File: src/rtl/cerr_pkg.sv
package cerr_pkg;
  parameter int IDX_W  = 10;
  parameter int WAY_W  = 2;
  parameter int KIND_W = 3;
  parameter int UNIT_W = 3;  // addresses up to 2**UNIT_W units

  typedef struct packed {
    logic [IDX_W-1:0]  idx;
    logic [WAY_W-1:0]  way;
    logic [KIND_W-1:0] kind;
  } errRec_t;

  typedef struct packed {
    logic              xferGo;
    logic [UNIT_W-1:0] xferUnit;
  } xferStrobe_t;
endpackage

File: src/rtl/cerr_ctrl.sv
module cerr_ctrl
  import cerr_pkg::*;
#(
  parameter int NUM_UNITS = 4
) (
  input  logic                 clk,
  input  logic                 rstN,
  input  logic                 excTaken,
  input  logic                 disableIn,
  input  logic [NUM_UNITS-1:0] localValid,
  output logic                 excReq,
  output xferStrobe_t          strobe
);
  logic armQ;

  always_ff @(posedge clk or negedge rstN) begin
    if (!rstN) armQ <= 1'b0;
    else       armQ <= excTaken;
  end

  // lowest waiting unit wins: scan from the top so the lowest overwrites
  always_comb begin
    strobe = '0;
    for (int i = NUM_UNITS - 1; i >= 0; i--) begin
      if (localValid[i]) strobe.xferUnit = UNIT_W'(i);
    end
    strobe.xferGo = armQ && (|localValid);
  end

  assign excReq = (|localValid) && !disableIn;

  logic [NUM_UNITS-1:0] lowerMask;
  always_comb begin
    lowerMask = '0;
    for (int i = 0; i < NUM_UNITS; i++) lowerMask[i] = (UNIT_W'(i) < strobe.xferUnit);
  end

  AST_XFER_AFTER_TAKEN: assert property (@(posedge clk) disable iff (!rstN)
    strobe.xferGo |-> $past(excTaken));
  AST_XFER_PICKS_WAITING: assert property (@(posedge clk) disable iff (!rstN)
    strobe.xferGo |-> localValid[strobe.xferUnit]);
  AST_XFER_LOWEST_FIRST: assert property (@(posedge clk) disable iff (!rstN)
    strobe.xferGo |-> ((localValid & lowerMask) == '0));
endmodule

File: src/rtl/cerr_data.sv
module cerr_data
  import cerr_pkg::*;
#(
  parameter int NUM_UNITS = 4
) (
  input  logic                 clk,
  input  logic                 rstN,
  input  logic                 disableIn,
  input  logic [NUM_UNITS-1:0] errDet,
  input  logic [NUM_UNITS-1:0] maintOp,
  input  errRec_t              recIn [NUM_UNITS],
  input  xferStrobe_t          strobe,
  output logic [NUM_UNITS-1:0] localValid,
  output logic [NUM_UNITS-1:0] hitKill,
  output logic                 cerrValid,
  output logic [UNIT_W-1:0]    cerrUnit,
  output errRec_t              cerrRec,
  output logic                 cerrEw
);
  errRec_t              recQ [NUM_UNITS];
  logic [NUM_UNITS-1:0] validQ, ewQ, logErr, takeMe;

  always_comb begin
    for (int i = 0; i < NUM_UNITS; i++) begin
      logErr[i] = errDet[i] && !maintOp[i] && !disableIn;
      takeMe[i] = strobe.xferGo && (strobe.xferUnit == UNIT_W'(i));
    end
  end

  assign hitKill    = logErr;
  assign localValid = validQ;

  always_ff @(posedge clk or negedge rstN) begin
    if (!rstN) begin
      validQ <= '0;
      ewQ    <= '0;
      for (int i = 0; i < NUM_UNITS; i++) recQ[i] <= '0;
    end else begin
      for (int i = 0; i < NUM_UNITS; i++) begin
        if (takeMe[i]) begin
          validQ[i] <= 1'b0;
          ewQ[i]    <= 1'b0;
        end else if (logErr[i]) begin
          if (validQ[i]) ewQ[i] <= 1'b1;
          else begin
            validQ[i] <= 1'b1;
            recQ[i]   <= recIn[i];
          end
        end
      end
    end
  end

  errRec_t selRec;
  logic    selEw;
  always_comb begin
    selRec = '0;
    selEw  = 1'b0;
    for (int i = 0; i < NUM_UNITS; i++) begin
      if (takeMe[i]) begin
        selRec = recQ[i];
        selEw  = ewQ[i] | logErr[i];
      end
    end
  end

  always_ff @(posedge clk or negedge rstN) begin
    if (!rstN) begin
      cerrValid <= 1'b0;
      cerrUnit  <= '0;
      cerrRec   <= '0;
      cerrEw    <= 1'b0;
    end else if (strobe.xferGo) begin
      cerrValid <= 1'b1;
      cerrUnit  <= strobe.xferUnit;
      cerrRec   <= selRec;
      cerrEw    <= cerrEw | selEw;
    end
  end

  AST_EW_STICKY: assert property (@(posedge clk) disable iff (!rstN)
    cerrEw |=> cerrEw);
  AST_DISABLE_FREEZE: assert property (@(posedge clk) disable iff (!rstN)
    (disableIn && !strobe.xferGo) |=> ($stable(validQ) && $stable(ewQ)));

  for (genvar g = 0; g < NUM_UNITS; g++) begin : gUnitChk
    AST_LOCAL_EW_NEEDS_RECORD: assert property (@(posedge clk) disable iff (!rstN)
      ewQ[g] |-> validQ[g]);
    AST_MAINT_NO_CAPTURE: assert property (@(posedge clk) disable iff (!rstN)
      (maintOp[g] && !validQ[g]) |=> !validQ[g]);
  end
endmodule

File: src/rtl/cerr_collector.sv
module cerr_collector
  import cerr_pkg::*;
#(
  parameter int NUM_UNITS = 4
) (
  input  logic                        clk,
  input  logic                        rstN,
  input  logic                        disableIn,
  input  logic                        excTaken,
  input  logic [NUM_UNITS-1:0]        errDet,
  input  logic [NUM_UNITS-1:0]        maintOp,
  input  logic [NUM_UNITS*IDX_W-1:0]  errIdx,
  input  logic [NUM_UNITS*WAY_W-1:0]  errWay,
  input  logic [NUM_UNITS*KIND_W-1:0] errKind,
  output logic                        excReq,
  output logic [NUM_UNITS-1:0]        hitKill,
  output logic                        cerrValid,
  output logic [UNIT_W-1:0]           cerrUnit,
  output logic [IDX_W-1:0]            cerrIdx,
  output logic [WAY_W-1:0]            cerrWay,
  output logic [KIND_W-1:0]           cerrKind,
  output logic                        cerrEw
);
  errRec_t              recIn [NUM_UNITS];
  errRec_t              cerrRec;
  xferStrobe_t          strobe;
  logic [NUM_UNITS-1:0] localValid;

  for (genvar g = 0; g < NUM_UNITS; g++) begin : gRecIn
    assign recIn[g].idx  = errIdx[g*IDX_W +: IDX_W];
    assign recIn[g].way  = errWay[g*WAY_W +: WAY_W];
    assign recIn[g].kind = errKind[g*KIND_W +: KIND_W];
  end

  cerr_ctrl #(.NUM_UNITS(NUM_UNITS)) u_ctrl (
    .clk(clk), .rstN(rstN), .excTaken(excTaken), .disableIn(disableIn),
    .localValid(localValid), .excReq(excReq), .strobe(strobe)
  );

  cerr_data #(.NUM_UNITS(NUM_UNITS)) u_data (
    .clk(clk), .rstN(rstN), .disableIn(disableIn), .errDet(errDet),
    .maintOp(maintOp), .recIn(recIn), .strobe(strobe),
    .localValid(localValid), .hitKill(hitKill), .cerrValid(cerrValid),
    .cerrUnit(cerrUnit), .cerrRec(cerrRec), .cerrEw(cerrEw)
  );

  assign cerrIdx  = cerrRec.idx;
  assign cerrWay  = cerrRec.way;
  assign cerrKind = cerrRec.kind;
endmodule

File: config.mk
export PLATFORM = sky130hd
export DESIGN_NAME = cerr_collector
export DESIGN_NICKNAME = d
export VERILOG_FILES = /design/src/rtl/cerr_pkg.sv /design/src/rtl/cerr_ctrl.sv /design/src/rtl/cerr_data.sv /design/src/rtl/cerr_collector.sv
export SDC_FILE = /design/constraint.sdc
export NUM_CORES = 1
export LEC_CHECK = 0
export BUFFER_PORTS_ARGS = -buffer_cell sky130_fd_sc_hd__buf_2
export CAP_MARGIN = 20
export CORE_MARGIN = 2
export CORE_UTILIZATION = 35
export CTS_BUF_LIST = sky130_fd_sc_hd__clkbuf_4 sky130_fd_sc_hd__clkbuf_8
export CTS_CLUSTER_SIZE = 14
export DETAILED_ROUTE_END_ITERATION = 6
export SYNTH_ARGS = -nofsm -noshare
export SYNTH_HDL_FRONTEND = slang
export SYNTH_SLANG_ARGS = --single-unit
File: constraint.sdc
create_clock -name clk -period 1.8 [get_ports clk]
set_clock_uncertainty 0.05 [all_clocks]
set_input_delay 0.27 -clock clk [delete_from_list [all_inputs] [get_ports clk]]
set_output_delay 0.27 -clock clk [all_outputs]
set_load 0.01 [all_outputs]
==> metrics <==
sequential fraction of the synthesis area=55.9%; Layout Cells excl Fill=571; Syn Inst Count=323; P_leak=2.19 nW; PortBufs=95; routed vias/inst=5.14; Clock power frac=19.1%; fmax=0.587 GHz; initial core utilization=36.2%; drt drc=0; CP max stage cell=dfrtp_2; r2r endpoint=u_data.cerrRec[6]$_DFFE_PN0P_; CTS clk-pin slew, worst paths=0.08 ns; Final ANT Viol Nets=0; initial antenna violation count=0; Net Sw Frac=33.5%; delay of the slowest critical-path stage=0.50 ns; Cells after DPL=553; P per Cell Area=1420 nW/um^2; worst hold path type=input pin to flop; WP data arrival=1.38 ns; Post-DP Area=4590 um^2; largest net degree at the start of global routing=69; Synth area leaders=dfrtp_1, mux2_2, a21oi_1; core area=10,900 um^2; reg-to-reg setup timing slack=0.14 ns; fin crit period=1.70 ns; routed length per instance=17.0 um; Worst IR Drop VDD=0.653 mV; Final nets=498; RSZ-0062 raised after global routing=false; area grow syn2layout=22.3%; reg2reg path depth=4; first-pass GRT wire length=15,200 um; setup violators final=0; Synth async-reset ratio=100%; gpl congestion=0.876; Setup Fix Bufs, Post-CTS=0; fin worst setup slack=0.0955 ns; hold slack=0.0813 ns; vias in the first global route=2,960; Hold Path Depth=2; Setup WS pre-CTS=0.0890 ns; Worst Hold Launch=errKind[10]; Synthesis Warnings=0; Sequential Power Share=49.3%; sw power=2.29 mW; Slew Viols, Final=0; mapped cell area=3940 um^2; diode count=0; area leader, netlist=dfrtp_1; syn_area_per_cell=12.2 um^2; worst-skew pair later-pin latency=0.35 ns; max-cap viol count=0; number of flops mapped to enable cells by yosys=0; critical path launch point type=flop; CTS Buf Count=9; die area=12,100 um^2; Crit. Startpoint=u_data.localValid[0]$_DFFE_PN0P_; post-synth top area share=55.9%; critical path class=flop to primary output; CTS max path bufs=2; placement row count=38; Post-DP HPWL=7310 um; Hold Violations, Final=0; grt total ovfl=0; 1st-iter DRT viols=171; Tot GR Track Use=16.7%; Synthesized Nets=395; share of layout cells above drive strength 1=45.2%; commonest non-fill, non-tap cells in the layout=buf_2, dfrtp_1, mux2_2; Die X-Extent=110 um; Int Pwr=4.55 mW; DRT Pass-1 Iters=4; post-route cell area=4820 um^2; commonest non-fill, non-tap cell in the layout=buf_2; Logic pwr share=31.6%; register bit total from synthesis=88; outcome=completed; Total Power=6.84 mW; Detailed Route WL=9710 um; number of placed I/O pins=97; CTS H-tree lvls=3; TritonCTS clock tree=built; Fin Setup TNS=0 ns; Root Buffer Master=clkbuf_8; Worst Setup End Kind=primary output; Finished Core Util=44.2%; Final period util=94.7%; CP Max Fanout=11; synth unique cells=35; Reg2Reg Launch Point=u_data.localValid[2]$_DFFE_PN0P_; Die H=110 um; Hold Crit Endpoint=u_data.recQ[1]$_DFFE_PN0P_; critical path required time=1.48 ns; clk sinks=88; ys flop type=dfrtp_1; cell breakdown of the critical path=nor2_4 > buf_4 > a21oi_1 > buf_2; vias after detailed routing=2,936
-- area by class of cell --
class	instances	area [um^2]
multi-input combinational	208	1560
sequential	88	2200
timing repair buffer	117	673
clock inverter	2	12.5
inverter	2	7.51
fill	1037	6070
clock buffer	14	180
tap	140	175
-- metal layers --
| metal | up-vias | part of all wire [%] | global-route usage, % |
|---|---|---|---|
| li1 | 1366 | - | - |
| met1 | 1439 | 44 | 21.8 |
| met2 | 120 | 47 | 27.8 |
| met3 | 11 | 7.7 | 4.41 |
| met4 | 0 | 1.2 | 3.71 |
| met5 | - | 0 | 0 |
-- cells in the mapped netlist (6+ instances only) --
| master | instances |
|---|---|
| nand3_1 | 12 |
| dfrtp_1 | 88 |
| mux2_2 | 50 |
| buf_6 | 6 |
| nand2_1 | 10 |
| a211o_1 | 9 |
| a211oi_1 | 10 |
| o21ai_0 | 18 |
| nor2_1 | 16 |
| buf_2 | 10 |
| mux2_1 | 10 |
| a21oi_1 | 29 |
-- kinds of logic (layout without fill, tap and decap cells) --
family | after synthesis | in the layout | synth area share, %
DFF | 88 | 88 | 55.9
and+or+nand+nor | 62 | 62 | 8.65
AOI/OAI and AO/OA | 85 | 85 | 13.6
other | 1 | 1 | 0.0953
muxes | 60 | 60 | 17.2
buffers and inverters | 27 | 135 | 4.51
-- worst max-delay path: cells and delay by family (launching register included) --
kind / cells / cell delay, ns
AND/OR/NAND/NOR: 1 / 0.18
flip-flops: 1 / 0.50
buffers and inverters: 2 / 0.31
AO/OA/AOI/OAI: 1 / 0.06
-- flip-flops by register name, summed over array words and instances, names as in the netlist --
register           count
u_data.cerrValid       1
u_data.cerrUnit        2
u_data.recQ           60
u_data.cerrEw          1
u_data.cerrRec        15
u_data.localValid      4
u_ctrl.armQ            1
u_data.ewQ             4
-- power by group through the flow --
| stage | combinational [mW] | clock [mW] | sequential, mW |
|---|---|---|---|
| after floorplan | 1.47 | 0 | 3.26 |
| after global placement | 2.09 | 0 | 3.40 |
| after detailed placement | 2.16 | 0 | 3.41 |
| after CTS | 2.17 | 1.34 | 3.37 |
| after global routing | 2.42 | 1.44 | 3.47 |
| final | 2.16 | 1.31 | 3.37 |
-- worst max path at each step --
stage,depth (start not counted),to,slack [ns]
5_1_grt,4,u_data.cerrRec[6]$_DFFE_PN0P_,0.01
3_5_place_dp,4,u_data.cerrRec[9]$_DFFE_PN0P_,0.09
4_1_cts,4,excReq,0.03
2_1_floorplan,5,u_data.recQ[30]$_DFFE_PN0P_,0.25
6_report,4,excReq,0.1
3_3_place_gp,4,u_data.cerrRec[10]$_DFFE_PN0P_,0.17
-- timing repair --
item / CTS / global route
hold endpoints to repair: 21 / 0
setup endpoints to repair: 0 / 16
hold buffers: 2 / 0
gates resized for setup: 0 / 4
Note: power is estimated with default switching activity, not from simulation.
